`config.mk`:
```
export PLATFORM = sky130hd
export DESIGN_NAME = sync_hunt_detector
export DESIGN_NICKNAME = d
export VERILOG_FILES = /design/src/rtl/syncdet_pkg.sv /design/src/rtl/sync_window.sv /design/src/rtl/sync_fsm.sv /design/src/rtl/char_asm.sv /design/src/rtl/sync_hunt_detector.sv
export SDC_FILE = /design/constraint.sdc
export NUM_CORES = 1
export LEC_CHECK = 0
export ABC_CLOCK_PERIOD_IN_PS = 2700
export BUFFER_PORTS_ARGS = -buffer_cell sky130_fd_sc_hd__buf_2
export CAP_MARGIN = 25
export CELL_PAD_IN_SITES_DETAIL_PLACEMENT = 1
export CELL_PAD_IN_SITES_GLOBAL_PLACEMENT = 1
export CORE_MARGIN = 2
export CORE_UTILIZATION = 46
export CTS_BUF_LIST = sky130_fd_sc_hd__clkbuf_4 sky130_fd_sc_hd__clkbuf_8
export DETAILED_ROUTE_END_ITERATION = 10
export PLACE_DENSITY = 0.87
export REMOVE_ABC_BUFFERS = 1
export SYNTH_ARGS = -nofsm -noshare
export SYNTH_HDL_FRONTEND = slang
export SYNTH_SLANG_ARGS = --single-unit
```
`constraint.sdc`:
```
create_clock -name clk -period 2.7 [get_ports clk]
set_clock_uncertainty 0.15 [all_clocks]
set_input_delay 0.27 -clock clk [delete_from_list [all_inputs] [get_ports clk]]
set_output_delay 0.27 -clock clk [all_outputs]
set_load 0.02 [all_outputs]
```
`src/rtl/syncdet_pkg.sv`:
```
package syncdet_pkg;

    localparam int SR_W   = 16;
    localparam int CHAR_W = 8;
    localparam int CNT_W  = $clog2(CHAR_W);
    localparam int FILL_W = $clog2(SR_W + 1);

    typedef enum logic [1:0] {
        LEN_EXT = 2'b00,
        LEN_4   = 2'b01,
        LEN_8   = 2'b10,
        LEN_16  = 2'b11
    } len_e;

    typedef enum logic {
        ST_HUNT = 1'b0,
        ST_LOCK = 1'b1
    } state_e;

    typedef struct packed {
        logic              vld;
        logic [CHAR_W-1:0] data;
    } char_t;

    // number of pattern bits used for a given length code
    function automatic logic [FILL_W-1:0] pat_len(len_e l);
        case (l)
            LEN_4:   return FILL_W'(4);
            LEN_8:   return FILL_W'(8);
            LEN_16:  return FILL_W'(16);
            default: return '0;
        endcase
    endfunction

    // mask selecting the compared low bits of the pattern
    function automatic logic [SR_W-1:0] pat_mask(len_e l);
        case (l)
            LEN_4:   return SR_W'(16'h000F);
            LEN_8:   return SR_W'(16'h00FF);
            LEN_16:  return SR_W'(16'hFFFF);
            default: return '0;
        endcase
    endfunction

    // newest bits of the window, aligned so the oldest lands in bit 0
    function automatic logic [SR_W-1:0] recent_bits(logic [SR_W-1:0] win, len_e l);
        case (l)
            LEN_4:   return SR_W'(win[SR_W-1 -: 4]);
            LEN_8:   return SR_W'(win[SR_W-1 -: 8]);
            LEN_16:  return win;
            default: return '0;
        endcase
    endfunction

    // does a finished character count as a sync character
    function automatic logic is_sync_char(logic [CHAR_W-1:0] c,
                                          logic [SR_W-1:0]   pat,
                                          len_e              l);
        case (l)
            LEN_4:   return c == {pat[3:0], pat[3:0]};
            LEN_8:   return c == pat[7:0];
            LEN_16:  return (c == pat[7:0]) || (c == pat[15:8]);
            default: return 1'b0;
        endcase
    endfunction

endpackage

```
`src/rtl/sync_window.sv`:
```
module sync_window
    import syncdet_pkg::*;
(
    input  logic            clk,
    input  logic            rst,
    input  logic            clr,
    input  logic            bit_vld,
    input  logic            bit_in,
    input  len_e            len,
    input  logic [SR_W-1:0] pat,
    output logic            hit
);

    logic [SR_W-1:0]   win_q;
    logic [SR_W-1:0]   win_d;
    logic [FILL_W-1:0] fill_q;
    logic [FILL_W-1:0] fill_d;
    logic              enough;
    logic              same;

    always_comb begin
        win_d  = {bit_in, win_q[SR_W-1:1]};
        fill_d = (fill_q == FILL_W'(SR_W)) ? fill_q : fill_q + 1'b1;
        enough = fill_d >= pat_len(len);
        same   = ((recent_bits(win_d, len) ^ pat) & pat_mask(len)) == '0;
        hit    = bit_vld && (len != LEN_EXT) && enough && same;
    end

    always_ff @(posedge clk) begin
        if (rst || clr) begin
            win_q  <= '0;
            fill_q <= '0;
        end else if (bit_vld) begin
            win_q  <= win_d;
            fill_q <= fill_d;
        end
    end

endmodule

```
`src/rtl/sync_fsm.sv`:
```
module sync_fsm
    import syncdet_pkg::*;
(
    input  logic   clk,
    input  logic   rst,
    input  logic   hunt_cmd,
    input  logic   bit_vld,
    input  logic   carrier_det,
    input  len_e   len,
    input  logic   hit,
    output state_e state_q,
    output logic   lock_evt,
    output logic   drop_evt,
    output logic   hit_pulse_q
);

    logic sync_src;

    always_comb begin
        sync_src = (len == LEN_EXT) ? carrier_det : hit;
        lock_evt = (state_q == ST_HUNT) && !hunt_cmd && bit_vld && sync_src;
        drop_evt = (state_q == ST_LOCK) && !hunt_cmd && bit_vld &&
                   (len == LEN_EXT) && !carrier_det;
    end

    always_ff @(posedge clk) begin
        if (rst) begin
            state_q     <= ST_HUNT;
            hit_pulse_q <= 1'b0;
        end else begin
            hit_pulse_q <= lock_evt;
            if (hunt_cmd || drop_evt) begin
                state_q <= ST_HUNT;
            end else if (lock_evt) begin
                state_q <= ST_LOCK;
            end
        end
    end

endmodule

```
`src/rtl/char_asm.sv`:
```
module char_asm
    import syncdet_pkg::*;
(
    input  logic            clk,
    input  logic            rst,
    input  logic            hunt_cmd,
    input  logic            bit_vld,
    input  logic            bit_in,
    input  len_e            len,
    input  logic [SR_W-1:0] pat,
    input  logic            strip_en,
    input  state_e          state_q,
    input  logic            lock_evt,
    input  logic            drop_evt,
    output char_t           out_q
);

    localparam logic [CNT_W-1:0] LAST = CNT_W'(CHAR_W - 1);

    logic [CNT_W-1:0]  cnt_q;
    logic [CHAR_W-1:0] sh_q;
    logic [CHAR_W-1:0] sh_d;
    logic              lead_q;
    logic              locked;
    logic              suppress;

    always_comb begin
        sh_d     = {bit_in, sh_q[CHAR_W-1:1]};
        locked   = state_q == ST_LOCK;
        suppress = strip_en && lead_q && is_sync_char(sh_d, pat, len);
    end

    always_ff @(posedge clk) begin
        if (rst) begin
            cnt_q  <= '0;
            sh_q   <= '0;
            lead_q <= 1'b1;
            out_q  <= '0;
        end else begin
            out_q.vld <= 1'b0;
            if (hunt_cmd || drop_evt) begin
                cnt_q  <= '0;
                lead_q <= 1'b1;
            end else if (lock_evt) begin
                lead_q <= 1'b1;
                if (len == LEN_EXT) begin
                    // the carrier-qualified bit opens the first character
                    cnt_q <= CNT_W'(1);
                    sh_q  <= sh_d;
                end else begin
                    cnt_q <= '0;
                end
            end else if (locked && bit_vld) begin
                sh_q <= sh_d;
                if (cnt_q == LAST) begin
                    cnt_q <= '0;
                    if (!suppress) begin
                        out_q.vld  <= 1'b1;
                        out_q.data <= sh_d;
                        lead_q     <= 1'b0;
                    end
                end else begin
                    cnt_q <= cnt_q + 1'b1;
                end
            end
        end
    end

endmodule

```
`src/rtl/sync_hunt_detector.sv`:
```
module sync_hunt_detector
    import syncdet_pkg::*;
(
    input  logic              clk,
    input  logic              rst,
    input  logic              bit_vld,
    input  logic              bit_in,
    input  logic              carrier_det,
    input  logic [1:0]        len_sel,
    input  logic [SR_W-1:0]   sync_pat,
    input  logic              strip_en,
    input  logic              hunt_cmd,
    output logic              synced,
    output logic              sync_hit,
    output logic              char_vld,
    output logic [CHAR_W-1:0] char_data
);

    len_e   len;
    logic   hit;
    state_e state_q;
    logic   lock_evt;
    logic   drop_evt;
    char_t  chr;

    assign len = len_e'(len_sel);

    sync_window u_window (
        .clk     (clk),
        .rst     (rst),
        .clr     (hunt_cmd),
        .bit_vld (bit_vld),
        .bit_in  (bit_in),
        .len     (len),
        .pat     (sync_pat),
        .hit     (hit)
    );

    sync_fsm u_fsm (
        .clk         (clk),
        .rst         (rst),
        .hunt_cmd    (hunt_cmd),
        .bit_vld     (bit_vld),
        .carrier_det (carrier_det),
        .len         (len),
        .hit         (hit),
        .state_q     (state_q),
        .lock_evt    (lock_evt),
        .drop_evt    (drop_evt),
        .hit_pulse_q (sync_hit)
    );

    char_asm u_chars (
        .clk      (clk),
        .rst      (rst),
        .hunt_cmd (hunt_cmd),
        .bit_vld  (bit_vld),
        .bit_in   (bit_in),
        .len      (len),
        .pat      (sync_pat),
        .strip_en (strip_en),
        .state_q  (state_q),
        .lock_evt (lock_evt),
        .drop_evt (drop_evt),
        .out_q    (chr)
    );

    assign synced    = state_q == ST_LOCK;
    assign char_vld  = chr.vld;
    assign char_data = chr.data;

endmodule

```
==> metrics.txt, run 1 <==
GP Congestion=0.846; number of DRC markers in iteration 0=75; Post-CTS Setup Bufs=0; Seq cells post-synth=42; Worst setup EP type=flop; most frequent CP cell=ha_1; drt via density=5.60; Combinational Power Share=10.9%; TritonCTS buffer count=5; Cell variety after synth=46; DP Area=2740 um^2; Min Hold Slack=0.125 ns; Final Hold Viols=0; synthesized instance count=269; type of origin of the critical path=flop; Post-Route WL=6.77 mm; drt first pass iters=4; Layout Utilization=53.1%; Final setup viols=0; Crit-path slowest cell=dfxtp_2; largest net degree at the start of global routing=26; Core ar.=5470 um^2; Die ar.=6240 um^2; Worst EP arrival=2.63 ns; ANT cells=0; first-pass GRT wire length=10.6 mm; dpl hpwl=4.83 mm; Int Power=0.00105 W; Synth Cell Area=2590 um^2; largest stage delay on the critical path=0.38 ns; Tightest Pin Transition=0.759 ns; P_sw=0.000331 W; final instance area=2910 um^2; initial antenna violation count=0; synth-to-layout area growth=12.3%; # H-tree levels=2; # rows=27; Port-buffer cells=35; switching power share of the total=23.9%; RSZ-0062 raised after global routing=false; Yosys warnings=0; required time of the critical path=2.78 ns; die width=79 um; CTS sink cnt=42; VDD IR max=0.267 mV; Clk pwr share=43.9%; P_leak=1.15 nW; worst skew pair latency=0.31 ns; average routed wire per standard cell=18.2 um; CTS tree=done; # DRC=0; CTS Buffer Depth=2; Die Ht=79 um; Max Clk Rate=0.392 GHz; layout cells sized above 1=25.0%; Routed Antenna Nets=0; Hold Buf Count CTS=0; # resized after CTS=0; maxcap violations=0; Tcrit/Tclk final=94.4%; via count=2,084; Final min period=2.55 ns; Hold Crit Class=primary input to flop; synth top area cells=dfxtp_1 32%, mux2i_1 14%, xnor2_1 6.4%; Ports=36; final worst slack=0.150 ns; Pwr per Cell Area=476 nW/um^2; Post-synth EDFFs=0; post-synth top area share=32.5%; status=complete, no violations; Initial Util=47.3%; Post-synth top flop=dfxtp_1; Global Route Usage Sum=21.7%; Nets=331; FFs w/ async S/R, synth=0%; setup slack at placement=0.109 ns; Synth area leader=dfxtp_1; Seq/Total Area, Yosys=32.5%; critical-path cell list=inv_1 > ha_1 > nand4bb_1 > nand2_1 > ha_1 > and4b_1 > a221oi_2 > nor4_4 > o2bb2ai_2 > nor3b_1; vias in the first global route=2,131; worst-path fanout max=5; Synth top cells by count=42 x dfxtp_1, 35 x mux2i_1, 30 x nor2_1; Mapped Avg Cell Area=9.62 um^2; CTS clock-pin slew for the worst setup and hold paths=0.08 ns; dominant cell by count in the synthesized netlist=dfxtp_1; Flop pwr share=45.2%; critical path class=flop to flop; Pins Over Slew Limit=0; setup TNS=0 ns; CTS root buf=clkbuf_8; Relative slew margins=49.0%; GRT Residual Overflow=0
## metal layers
| layer | global-route usage [%] | vias to the layer above | routed length, um |
|---|---|---|---|
| met2 | 40.0 | 56 | 3530 |
| met4 | 7.07 | 0 | 139 |
| met1 | 25.5 | 1022 | 2850 |
| met5 | 0 | - | 0 |
| li1 | - | 992 | - |
| met3 | 3.52 | 14 | 254 |
## cell families (layout without fill, tap and decap cells)
group                      Yosys count  count (layout)  share of synthesized area [%]
AOI/OAI and AO/OA                   30              30                           9.43
and+or+nand+nor                     93              93                           20.6
adders and majority gates            7               7                           3.38
buffers and inverters               20              51                           5.85
muxes                               39              39                           15.4
DFF                                 42              42                           32.5
xor gates and xnor gates            38              38                           12.9
## power groups by stage
stage,Combinational (W),Clock (W),Sequential (W)
2_1_floorplan,0.0000723,0,0.000639
5_1_grt,0.000162,0.000646,0.000626
4_1_cts,0.000145,0.000614,0.000625
3_5_place_dp,0.000142,0,0.000640
3_3_place_gp,0.000138,0,0.000639
6_report,0.000151,0.000608,0.000625
## registers in the layout (all words and copies together), names as in the netlist
| register | count |
|---|---|
| u_fsm.state_q | 1 |
| u_fsm.hit_pulse_q | 1 |
| u_window.win_q | 15 |
| u_chars.out_q | 9 |
| u_chars.sh_q | 7 |
| u_chars.lead_q | 1 |
| u_window.fill_q | 5 |
| u_chars.cnt_q | 3 |
## path summary, 6_finish.rpt
path	startpoint	to	slack, ns	cells after the start
worst min register to register	u_chars.cnt_q[1]	u_chars.cnt_q[1]	0.32	2
worst max register to register	u_window.fill_q[0]	u_chars.out_q[8]	0.15	10
worst min-delay path	carrier_det	u_chars.cnt_q[0]	0.12	3
worst max-delay path	u_window.fill_q[0]	u_chars.out_q[8]	0.15	10
## cells in the final DEF (no fill, tap or decap), drive strengths merged, types with 6 or more instances in the layout
cell type and instances:
or2b 13, nand2 12, nand3 6, nand2b 6, buf 38, a21oi 7, mux2i 35, xnor2 19
nor2 30, dfxtp 42, ha 7, xor2 19
## worst max-delay path: cells and delay by family, from the launching register on
kind	cells	cell delay [ns]
AOI/OAI and AO/OA	2	0.58
buffers and inverters	1	0.08
adders and majority gates	2	0.49
DFF	1	0.38
and+or+nand+nor	5	0.80
## per-stage QoR
stage                     total power, W  cells
final                            0.00138    372
after global routing             0.00143    372
after CTS                        0.00138    372
after detailed placement        0.000782    364
after global placement          0.000777    364
after floorplan                 0.000711    254
## layout make-up
type,instances,area [um^2]
fillers,653,2570
multi-input cells,207,1620
flip-flops and latches,42,843
repair buffers,38,198
well taps,72,90.1
clock buffers,5,68.8
clock inverters,3,68.8
inverters,5,18.8
No activity file was read; power rests on OpenSTA's default activity.
==> run 2: changes to the inputs <==
- REMOVE_ABC_BUFFERS: 1 -> default
==> metrics.txt, run 2 (synthesized netlist as in run 1, its figures left out) <==
max reg flops=15 (unchanged); Max Clk Rate=0.399 GHz (was 0.392 GHz); Post-CTS Setup Bufs=0 (unchanged); drt first pass iters=4 (unchanged); Biggest register=u_window.win_q (unchanged); type of origin of the critical path=flop (unchanged); Setup crit start=u_window.fill_q[1] (was u_window.fill_q[0]); worst setup path end=u_chars.cnt_q[0] (was u_chars.out_q[8]); via count=2,063 (was 2,084); first-pass GRT wire length=11.1 mm (was 10.6 mm); DP Area=2740 um^2 (about the same); CTS root buf=clkbuf_8 (unchanged); final instance area=2860 um^2 (was 2910 um^2); # resized after CTS=0 (unchanged); initial antenna violation count=0 (unchanged); fillcell total=648 (was 653); dpl hpwl=4.88 mm (was 4.83 mm); average routed wire per standard cell=18.1 um (was 18.2 um); layout cells sized above 1=24.1% (was 25.0%); TritonCTS buffer count=5 (unchanged); critical path class=flop to flop (unchanged); Tcrit/Tclk final=92.8% (was 94.4%); synth-to-layout area growth=10.6% (was 12.3%); Placed Cells=363 (was 364); Relative slew margins=49.0% (about the same); Int Power=0.000958 W (was 0.00105 W); worst-path fanout max=5 (unchanged); Pwr per Cell Area=449 nW/um^2 (was 476 nW/um^2); Port-buffer cells=35 (unchanged); vias in the first global route=2,126 (was 2,131); ANT cells=0 (unchanged); # H-tree levels=2 (unchanged); switching power share of the total=25.5% (was 23.9%); setup TNS=0 ns (unchanged); worst skew pair latency=0.30 ns (was 0.31 ns); Combinational Power Share=11.6% (was 10.9%); required time of the critical path=2.76 ns (was 2.78 ns); CTS Buffer Depth=2 (unchanged); commonest non-fill, non-tap cell in the layout=dfxtp_1 (unchanged); # DRC=0 (unchanged); die width=79 um (unchanged); FF-to-FF End=u_chars.cnt_q[0] (was u_chars.out_q[8]); largest net degree at the start of global routing=27 (was 26); P_leak=1.14 nW (was 1.15 nW); CTS tree=done (unchanged); Initial Util=47.3% (unchanged); GRT Residual Overflow=0 (unchanged); CTS clock-pin slew for the worst setup and hold paths=0.08 ns (about the same); Global Route Usage Sum=22.8% (was 21.7%); Worst setup EP type=flop (unchanged); final std cells w/o fill=371 (was 372); Flop pwr share=48.6% (was 45.2%); maxcap violations=0 (unchanged); Tightest Pin Transition=0.759 ns (about the same); P_sw=0.000328 W (was 0.000331 W); Pins Over Slew Limit=0 (unchanged); number of DRC markers in iteration 0=98 (was 75); Worst EP arrival=2.56 ns (was 2.63 ns); Hold Crit Class=primary input to flop (unchanged); syn_nets=301; Final min period=2.51 ns (was 2.55 ns); R2R depth=9 (was 10); Clk pwr share=39.7% (was 43.9%); Nets=330 (was 331); Routed Antenna Nets=0 (unchanged); drt via density=5.56 (was 5.60); Regs by FF count=u_window.win_q: 15 flops, u_chars.out_q: 9 flops, u_chars.sh_q: 7 flops (unchanged); Final Hold Viols=0 (unchanged); RSZ-0062 raised after global routing=false (unchanged); Core ar.=5470 um^2 (unchanged); Die ar.=6240 um^2 (unchanged); R2R Path Start=u_window.fill_q[1] (was u_window.fill_q[0]); GP Congestion=0.824 (was 0.846); Hold Buf Count CTS=0 (unchanged); register-to-register setup slack=0.19 ns (was 0.15 ns); Die Ht=79 um (unchanged); most frequent cells in the layout=41 x dfxtp_1, 35 x mux2i_1, 35 x buf_2, 30 x nor2_1 (was 40 x dfxtp_1, 35 x mux2i_1, 35 x buf_2, 30 x nor2_1); Final setup viols=0 (unchanged); status=complete, no violations (unchanged); VDD IR max=0.187 mV (was 0.267 mV); Ports=36 (unchanged); CTS sink cnt=42 (unchanged); # rows=27 (unchanged); Post-Route WL=6.73 mm (was 6.77 mm); Power, Total=0.00129 W (was 0.00138 W)
-- run 2: cell types whose count changed in the layout (fill, tap and decap cells not counted), sizes merged --
cell / change
bufinv: -1
inv: +1
buf: -1
-- run 2: through the flow --
stage | setup WS (ns) | hold WS (ns) | util, %
floorplan | 0.388 | 0.267 | -
global route | 0.0210 | 0.141 | 52.3
CTS | 0.000952 | 0.132 | 52.0
detailed placement | 0.0794 | 0.310 | 50.0
finish | 0.195 | 0.133 | 52.3
global placement | 0.237 | 0.298 | 50.0
-- run 2: how the worst min path moves through the flow --
| stage | start | to | slack [ns] | cells past startpoint |
|---|---|---|---|---|
| after floorplan | carrier_det | u_chars.cnt_q[0] | 0.27 | 2 |
| after global placement | u_chars.cnt_q[1] | u_chars.cnt_q[1] | 0.30 | 2 |
| after detailed placement | u_chars.lead_q | u_chars.lead_q | 0.31 | 2 |
| after CTS | carrier_det | u_chars.cnt_q[0] | 0.13 | 3 |
| after global routing | carrier_det | u_chars.cnt_q[0] | 0.14 | 3 |
| final | carrier_det | u_chars.cnt_q[0] | 0.13 | 3 |
-- run 2: per-layer routing --
metal,global-route usage (%),up-vias,part of all wire [%]
li1,-,990,-
met1,29.1,1011,45
met2,38.6,51,49
met3,4.55,11,4.7
met4,7.59,0,1.6
met5,0,-,0
-- run 2: worst max-delay path, cell delays in order (launching register included) --
cell,delay (ns)
dfxtp_1,0.42
ha_1,0.25
xor2_1,0.21
nand2_1,0.08
ha_1,0.30
and4b_1,0.21
a221oi_2,0.29
nor4_2,0.11
nor2b_1,0.15
o31ai_1,0.24
-- run 2: area by class of cell --
| type | instances | area [um^2] | share of cell area, % |
|---|---|---|---|
| Sequential cell | 42 | 842 | 29.4 |
| Clock inverter | 3 | 43.8 | 1.53 |
| Clock buffer | 5 | 68.8 | 2.40 |
| Tap cell | 72 | 90.1 | 3.15 |
| Inverter | 5 | 18.8 | 0.656 |
| Timing Repair Buffer | 37 | 190 | 6.65 |
| Multi-Input combinational cell | 207 | 1610 | 56.2 |
-- run 2: power groups by stage --
| stage | registers [W] | logic (W) | clock network, W |
|---|---|---|---|
| after CTS | 0.000625 | 0.000146 | 0.000524 |
| after global routing | 0.000626 | 0.000163 | 0.000553 |
| after global placement | 0.000639 | 0.000138 | 0 |
| after floorplan | 0.000638 | 0.000100 | 0 |
| after detailed placement | 0.000640 | 0.000144 | 0 |
| final | 0.000625 | 0.000150 | 0.000511 |
